===== src/rtl/color_meas_seq.sv =====
module color_meas_seq #(
  parameter int CH_W       = 16,
  parameter int CLK_PER_MS = 125000,
  parameter int BASE_MS    = 40
) (
  input  logic            clk,
  input  logic            rst_n,
  input  logic            cfg_wr,
  input  logic [7:0]      cfg_din,
  output logic [7:0]      cfg_q,
  input  logic [CH_W-1:0] conv_r,
  input  logic [CH_W-1:0] conv_g,
  input  logic [CH_W-1:0] conv_b,
  input  logic [CH_W-1:0] conv_w,
  output logic [CH_W-1:0] res_r,
  output logic [CH_W-1:0] res_g,
  output logic [CH_W-1:0] res_b,
  output logic [CH_W-1:0] res_w,
  output logic            busy,
  output logic            res_valid
);
  localparam int MAX_CODE = 5;
  localparam int MAX_MS   = BASE_MS << MAX_CODE;
  localparam int MS_W     = $clog2(MAX_MS + 1);
  localparam int PRE_W    = (CLK_PER_MS > 1) ? $clog2(CLK_PER_MS) : 1;
  localparam logic [PRE_W-1:0] PRE_LAST = PRE_W'(CLK_PER_MS - 1);

  logic [2:0]      it_q;
  logic            trig_q, af_q, sd_q;
  logic            busy_q, valid_q;
  logic [PRE_W-1:0] pre_q;
  logic [MS_W-1:0] ms_q, win_q;
  logic [CH_W-1:0] r_q, g_q, b_q, w_q;

  logic [2:0]      it_eff;
  logic [MS_W-1:0] win_sel;
  logic            tick, done, abort, auto_go, start, reload;
  logic            unused_bits;

  assign unused_bits = cfg_din[7] ^ cfg_din[3];

  assign it_eff  = (it_q > 3'(MAX_CODE)) ? 3'(MAX_CODE) : it_q;
  assign win_sel = MS_W'(BASE_MS) << it_eff;

  assign tick    = busy_q && (pre_q == PRE_LAST);
  assign done    = tick && (ms_q == win_q - MS_W'(1));
  assign abort   = cfg_wr && cfg_din[0];
  assign auto_go = !sd_q && !af_q;
  assign start   = !busy_q && !sd_q && (!af_q || trig_q);
  assign reload  = start || (done && auto_go);

  always_ff @(posedge clk or negedge rst_n) begin
    if (!rst_n) begin
      busy_q  <= 1'b0;
      valid_q <= 1'b0;
      r_q     <= '0;
      g_q     <= '0;
      b_q     <= '0;
      w_q     <= '0;
    end else begin
      valid_q <= 1'b0;
      if (abort) begin
        busy_q <= 1'b0;
      end else if (done) begin
        busy_q  <= auto_go;
        valid_q <= 1'b1;
        r_q     <= conv_r;
        g_q     <= conv_g;
        b_q     <= conv_b;
        w_q     <= conv_w;
      end else if (start) begin
        busy_q <= 1'b1;
      end
    end
  end

  always_ff @(posedge clk or negedge rst_n) begin
    if (!rst_n) begin
      pre_q <= '0;
      ms_q  <= '0;
      win_q <= '0;
    end else if (reload && !abort) begin
      pre_q <= '0;
      ms_q  <= '0;
      win_q <= win_sel;
    end else if (tick) begin
      pre_q <= '0;
      ms_q  <= ms_q + MS_W'(1);
    end else if (busy_q) begin
      pre_q <= pre_q + PRE_W'(1);
    end
  end

  always_ff @(posedge clk or negedge rst_n) begin
    if (!rst_n) begin
      it_q <= 3'd0;
      af_q <= 1'b0;
      sd_q <= 1'b0;
    end else if (cfg_wr) begin
      it_q <= cfg_din[6:4];
      af_q <= cfg_din[1];
      sd_q <= cfg_din[0];
    end
  end

  always_ff @(posedge clk or negedge rst_n) begin
    if (!rst_n)
      trig_q <= 1'b0;
    else if (abort || done || (cfg_wr && !cfg_din[1]))
      trig_q <= 1'b0;
    else if (cfg_wr && !busy_q && cfg_din[2])
      trig_q <= 1'b1;
  end

  assign cfg_q     = {1'b0, it_q, 1'b0, trig_q, af_q, sd_q};
  assign busy      = busy_q;
  assign res_valid = valid_q;
  assign res_r     = r_q;
  assign res_g     = g_q;
  assign res_b     = b_q;
  assign res_w     = w_q;
endmodule



===== config.mk =====
export PLATFORM = sky130hd
export DESIGN_NAME = color_meas_seq
export DESIGN_NICKNAME = d
export VERILOG_FILES = /design/src/rtl/color_meas_seq.sv
export SDC_FILE = /design/constraint.sdc
export NUM_CORES = 1
export LEC_CHECK = 0
export ABC_AREA = 1
export BUFFER_PORTS_ARGS = -buffer_cell sky130_fd_sc_hd__buf_2
export CAP_MARGIN = 15
export CORE_MARGIN = 2
export CORE_UTILIZATION = 30
export DETAILED_ROUTE_END_ITERATION = 10
export GPL_ROUTABILITY_DRIVEN = 0
export SLEW_MARGIN = 15
export SYNTH_ARGS = -nofsm -noshare
export SYNTH_HDL_FRONTEND = slang
export SYNTH_SLANG_ARGS = --single-unit

===== constraint.sdc =====
create_clock -name clk -period 3.7 [get_ports clk]
set_input_delay 0.555 -clock clk [delete_from_list [all_inputs] [get_ports clk]]
set_output_delay 0.555 -clock clk [all_outputs]
set_load 0.02 [all_outputs]

**Yosys cells after proc, flatten, opt, wreduce, memory -nomap -nowiden**

Index checks and enable logic that the tools add are counted.

- $add $sub $neg: 3
- $mul: 0
- Divide/modulo/power cells: 0
- $lt $le $gt $ge: 1
- Equality and inequality tests: 2
- Shift operators: 1
- Muxes and demuxes: 13
- Bitwise gates (word level): 1
- Reduce and logical (&&, ||, !) cells: 25

Operators with widths:

| kind | number |
|---|---|
| 17-bit two-way mux | 3 |
| 11-bit two-way mux | 2 |
| 17-bit by 1-bit adder with 17-bit output (second input constant) | 1 |
| 17-bit equality test (second input constant) | 1 |
| 11-bit by 1-bit adder with 11-bit output (second input constant) | 1 |
| 11-bit equality test | 1 |
| 1-bit logical AND | 11 |
| 6-bit by 3-bit << shifter with 11-bit output (first input constant) | 1 |
| 11-bit by 1-bit subtractor with 11-bit output (second input constant) | 1 |
| 1-bit two-way mux | 7 |
| 3-bit nonzero test | 2 |
| 1-bit zero test | 5 |
| 1-bit logical OR | 4 |
| 2-bit nonzero test | 2 |
| 3-bit > comparator (second input constant) | 1 |
| 3-bit two-way mux | 1 |
| 2-bit AND reduction | 1 |
| 1-bit NOT | 1 |

- Register bits after elaboration: 111
- Bits in latches: 0
- Memory bits (writable): 0
- Bits in read-only memories: 0
- Bits of input ports: 75
- Output and inout bits: 74
- Word-level logic and storage cells: 59
- Memories kept: 0

**Depth between registers and ports, before layout**

- Word-level depth: 7
- Mapped depth: 15
- Depth with buffers taken out: 13

**Worst setup path before layout**

Ideal clock, no wire load.

- Path kind: reg2reg
- From: reg win_q[3]
- To: reg g_q[11], in the netlist res_g[11]
- Library setup time: 116 ps
- Arrival time: 1721 ps
- Required time: 3584 ps
- Slack: 1862 ps
- Stages on the path, launching flop included: 13
- Path buffers: 2
- Cell sequence: dfrtp_1 inv_1 ha_1 nand2_1 nand3_1 nor2_1 nand3_1 nor2_4 nand3_1 buf_4 buf_4 nand2_1 nand2_1

- Word-level cells in the longest chain between the ends: 4

Ends and longest elaborated chain:

| item | line | text |
|---|---|---|
| from (decl) | 32 | `logic [MS_W-1:0] ms_q, win_q;` |
| from (signal assigned) | 85 | `win_q <= win_sel;` |
| 11-bit by 1-bit subtractor with 11-bit output | 46 | `assign done = tick && (ms_q == win_q - MS_W'(1));` |
| 11-bit equality test | 46 |  |
| 1-bit logical AND | 46 |  |
| 2-bit AND reduction (no source line) | n/a |  |
| to (signal assigned) | 68 | `g_q <= conv_g;` |
| to (decl) | 33 | `logic [CH_W-1:0] r_q, g_q, b_q, w_q;` |

No other way between the ends.
A chain may end at the register's enable or synchronous reset.

**Worst setup path in the final report**

- From: reg win_q[3]
- To: reg win_q[4]

- Word-level cells in the longest chain between the ends: 6

Ends and longest elaborated chain:

| item | line | text |
|---|---|---|
| 11-bit by 1-bit subtractor with 11-bit output | 46 |  |
| 11-bit equality test | 46 |  |
| 1-bit logical AND | 46 |  |
| 1-bit logical AND | 50 | `assign reload = start \|\| (done && auto_go);` |
| 1-bit logical OR | 50 |  |
| 1-bit logical AND | 82 | `end else if (reload && !abort) begin` |

No other way between the ends.

==> reports/metrics.yaml <==
run_status:
  outcome: "finished with violations"
  violations: "DRC"
final_layout:
  syn_to_final_growth_pct: 19.3
  fill_cells: 1877
  antenna_cells: 0
  final_nets: 901
  final_common_cell: "nand2_1"
  final_cell_mix: "nand2_1 (266), buf_2 (143), dfrtp_1 (108), inv_1 (53), nor2_1 (53)"
  layout-drive-gt1-share_pct: 26.7
logic_synthesis:
  syn_inst: 696
  synth.top_cell.area_share_pct: 48.7
  synth_edf_count: 0
  synth_area_sq_mm: 0.00555
  synthArstFlopShare_pct: 100
  yosys.cell_types.count: 34
  syn_area_per_cell_sq_um: 7.98
  synthTopCellsByArea: "dfrtp_1 (49%), nand2_1 (18%), nand2_2 (4.7%)"
  yosys_warnings: 0
  synth-seq-cells: 108
  synth_top_cell_by_area: "dfrtp_1"
  yosysSeqAreaShare_pct: 48.7
  synthFlopType: "dfrtp_1"
cts:
  hold_buffers: 0
  post_cts_buffers: 0
  clk_latency_ns: 0.36
  cts_htree_levels: 3
  clock-sinks: 108
  ctsResizeCount: 0
  cts_inserted_buffers: 9
  clk_pin_slew_ns: 0.08
  clockRootBuffer: "clkbuf_16"
  cts_buffer_depth: 2
  tritoncts: "built"
place:
  io_buffers: 144
  detailed_place_hpwl_mm: 8.91
sta:
  hold_violations: 0
  rsz0062_at_grt: "false"
  finalCriticalPeriod_ns: 2.64
  worst_slew_pin_slew_ns: 0.872
  setup_tns_ns: 0
  fin_crit_sh_pct: 71.4
  slew_headroom_pct: 41.4
  clock.fmax_mhz: 379
  skew_ns: 0.0122
  finalSetupViolCount: 0
  slew_viol_final: 0
  fin_hold_ws_ns: 0.238
critical_path:
  reg2reg_depth: 12
  cpPeakStageDelay_ns: 0.52
  crit_path_frequent_cell: "nand2_1"
  path_cells: "inv_1, ha_1, nand2_1, inv_2, nand3_1, nand3_1, nand2_1, nor2_2, nand4_2, nand2_2, nand2_1, nand2_1"
  worstPathRequired_ns: 3.99
  cp.arrival_ns: 2.93
  critPathSlowestCell: "nand4_2"
  crit_fanout: 26
  r2r-start: "win_q[3]"
  critical_path_class: "register to register"
  critPathCaptureType: "register"
  rr_endpoint: "win_q[4]"
  r2r_slack_ns: 1.06
  cp-start-kind: "register"
die:
  fp.dieW_um: 140
  initial_core_util_pct: 30.7
  io_pins: 149
  die_area_sq_mm: 0.0196
  die_h_um: 140
  core_region_area_sq_mm: 0.0181
  rows: 49
routing:
  vias: 4734
  wl_mm: 12.8
  routed_via_density: 4.48
  postRouteAntennaNets: 0
  firstDrtPassIters: 10
  drc: 24
  wl_per_cell_um: 12.2
  drtIter0Drc: 278
power:
  p_leak_nw: 3.80
  p_total_mw: 2.73
  peakVddDrop_uv: 219
  powerDensity_mw_per_mm2: 411
global_route:
  grt_pass1_wl_mm: 21.8
  grt_use_total_pct: 13.6
  grt_pass1_vias: 4493
  grt_antenna_before_repair: 0
  grt_max_degree: 109
  grt_overflow: 0
flow_run:
  maxCapViolCount: 0
worst_hold_path:
  hold_class: "input port to asynchronous set/reset pin"
[worst max path at each step]
stage | startpoint | to
after floorplan | win_q[3] | res_g[11]
after global placement | win_q[3] | win_q[9]
after detailed placement | win_q[3] | win_q[8]
after CTS | win_q[3] | win_q[8]
after global routing | win_q[3] | win_q[7]
final | win_q[3] | win_q[4]
[where the power goes]
part | internal, mW | switching (mW) | leakage [nW]
registers | 1.23 | 0.0580 | 1.49
clock network | 0.496 | 0.481 | 0.148
logic | 0.166 | 0.295 | 2.16
[synth_stat cells (all sizes together), types with 3 or more instances]
master,instances
a21oi,3
buf,30
clkbuf,6
dfrtp,108
ha,3
inv,56
nand2,308
nand3,34
nand4,42
nor2,59
nor3,12
o21ai,9
xnor2,3
xor2,14
[through the flow]
| stage | cells | setup WS [ns] | cell area [sq um] | utilization [%] |
|---|---|---|---|---|
| 2_1_floorplan | 697 | 1.86 | 5560 | - |
| 4_1_cts | 1057 | 1.01 | 6630 | 36.6 |
| 3_5_place_dp | 1041 | 1.02 | 6330 | 35.0 |
| 6_report | 1057 | 1.06 | 6630 | 36.6 |
| 3_3_place_gp | 1041 | 1.08 | 6330 | 35.0 |
| 5_1_grt | 1057 | 0.693 | 6630 | 36.6 |
[routing by layer]
layer | part of all wire, % | up-vias | track usage (%)
met1 | 47 | 2135 | 18.1
li1 | - | 2436 | -
met5 | 0 | - | 0
met2 | 45 | 149 | 22.2
met3 | 6.8 | 14 | 2.74
met4 | 1.5 | 0 | 4.47
[critical path: cells and delay by family (launching register included)]
family	cells	cell delay, ns
AND/OR/NAND/NOR	9	1.73
flip-flops	1	0.40
adder cells (fa/ha/maj)	1	0.23
buffers and inverters	2	0.21
[logic make-up (layout without fill, tap and decap cells)]
group / Yosys count / count (layout) / synth area share, %
adder cells (fa/ha/maj): 3 / 3 / 0.676
flip-flops: 108 / 108 / 48.7
AND/OR/NAND/NOR: 458 / 458 / 36.6
buffers and inverters: 92 / 223 / 9.55
other: 1 / 2 / 0.0675
XOR/XNOR: 17 / 17 / 2.68
AO/OA/AOI/OAI: 17 / 17 / 1.78
[registers in the layout (all words and copies together), names as in the netlist]
signal	count
res_b	16
sd_q	1
trig_q	1
ms_q	11
busy	1
res_w	16
it_q	3
res_r	16
pre_q	17
res_g	16
win_q	8
af_q	1
res_valid	1
[cell type report]
class	instances	area (sq um)	area share (%)
Clock buffer	10	239	3.61
Inverter	56	210	3.17
Multi-Input combinational cell	497	2330	35.2
Tap cell	229	287	4.32
Clock inverter	6	57.6	0.869
Timing Repair Buffer	151	801	12.1
Sequential cell	108	2700	40.8
No activity file was read; power rests on OpenSTA's default activity.
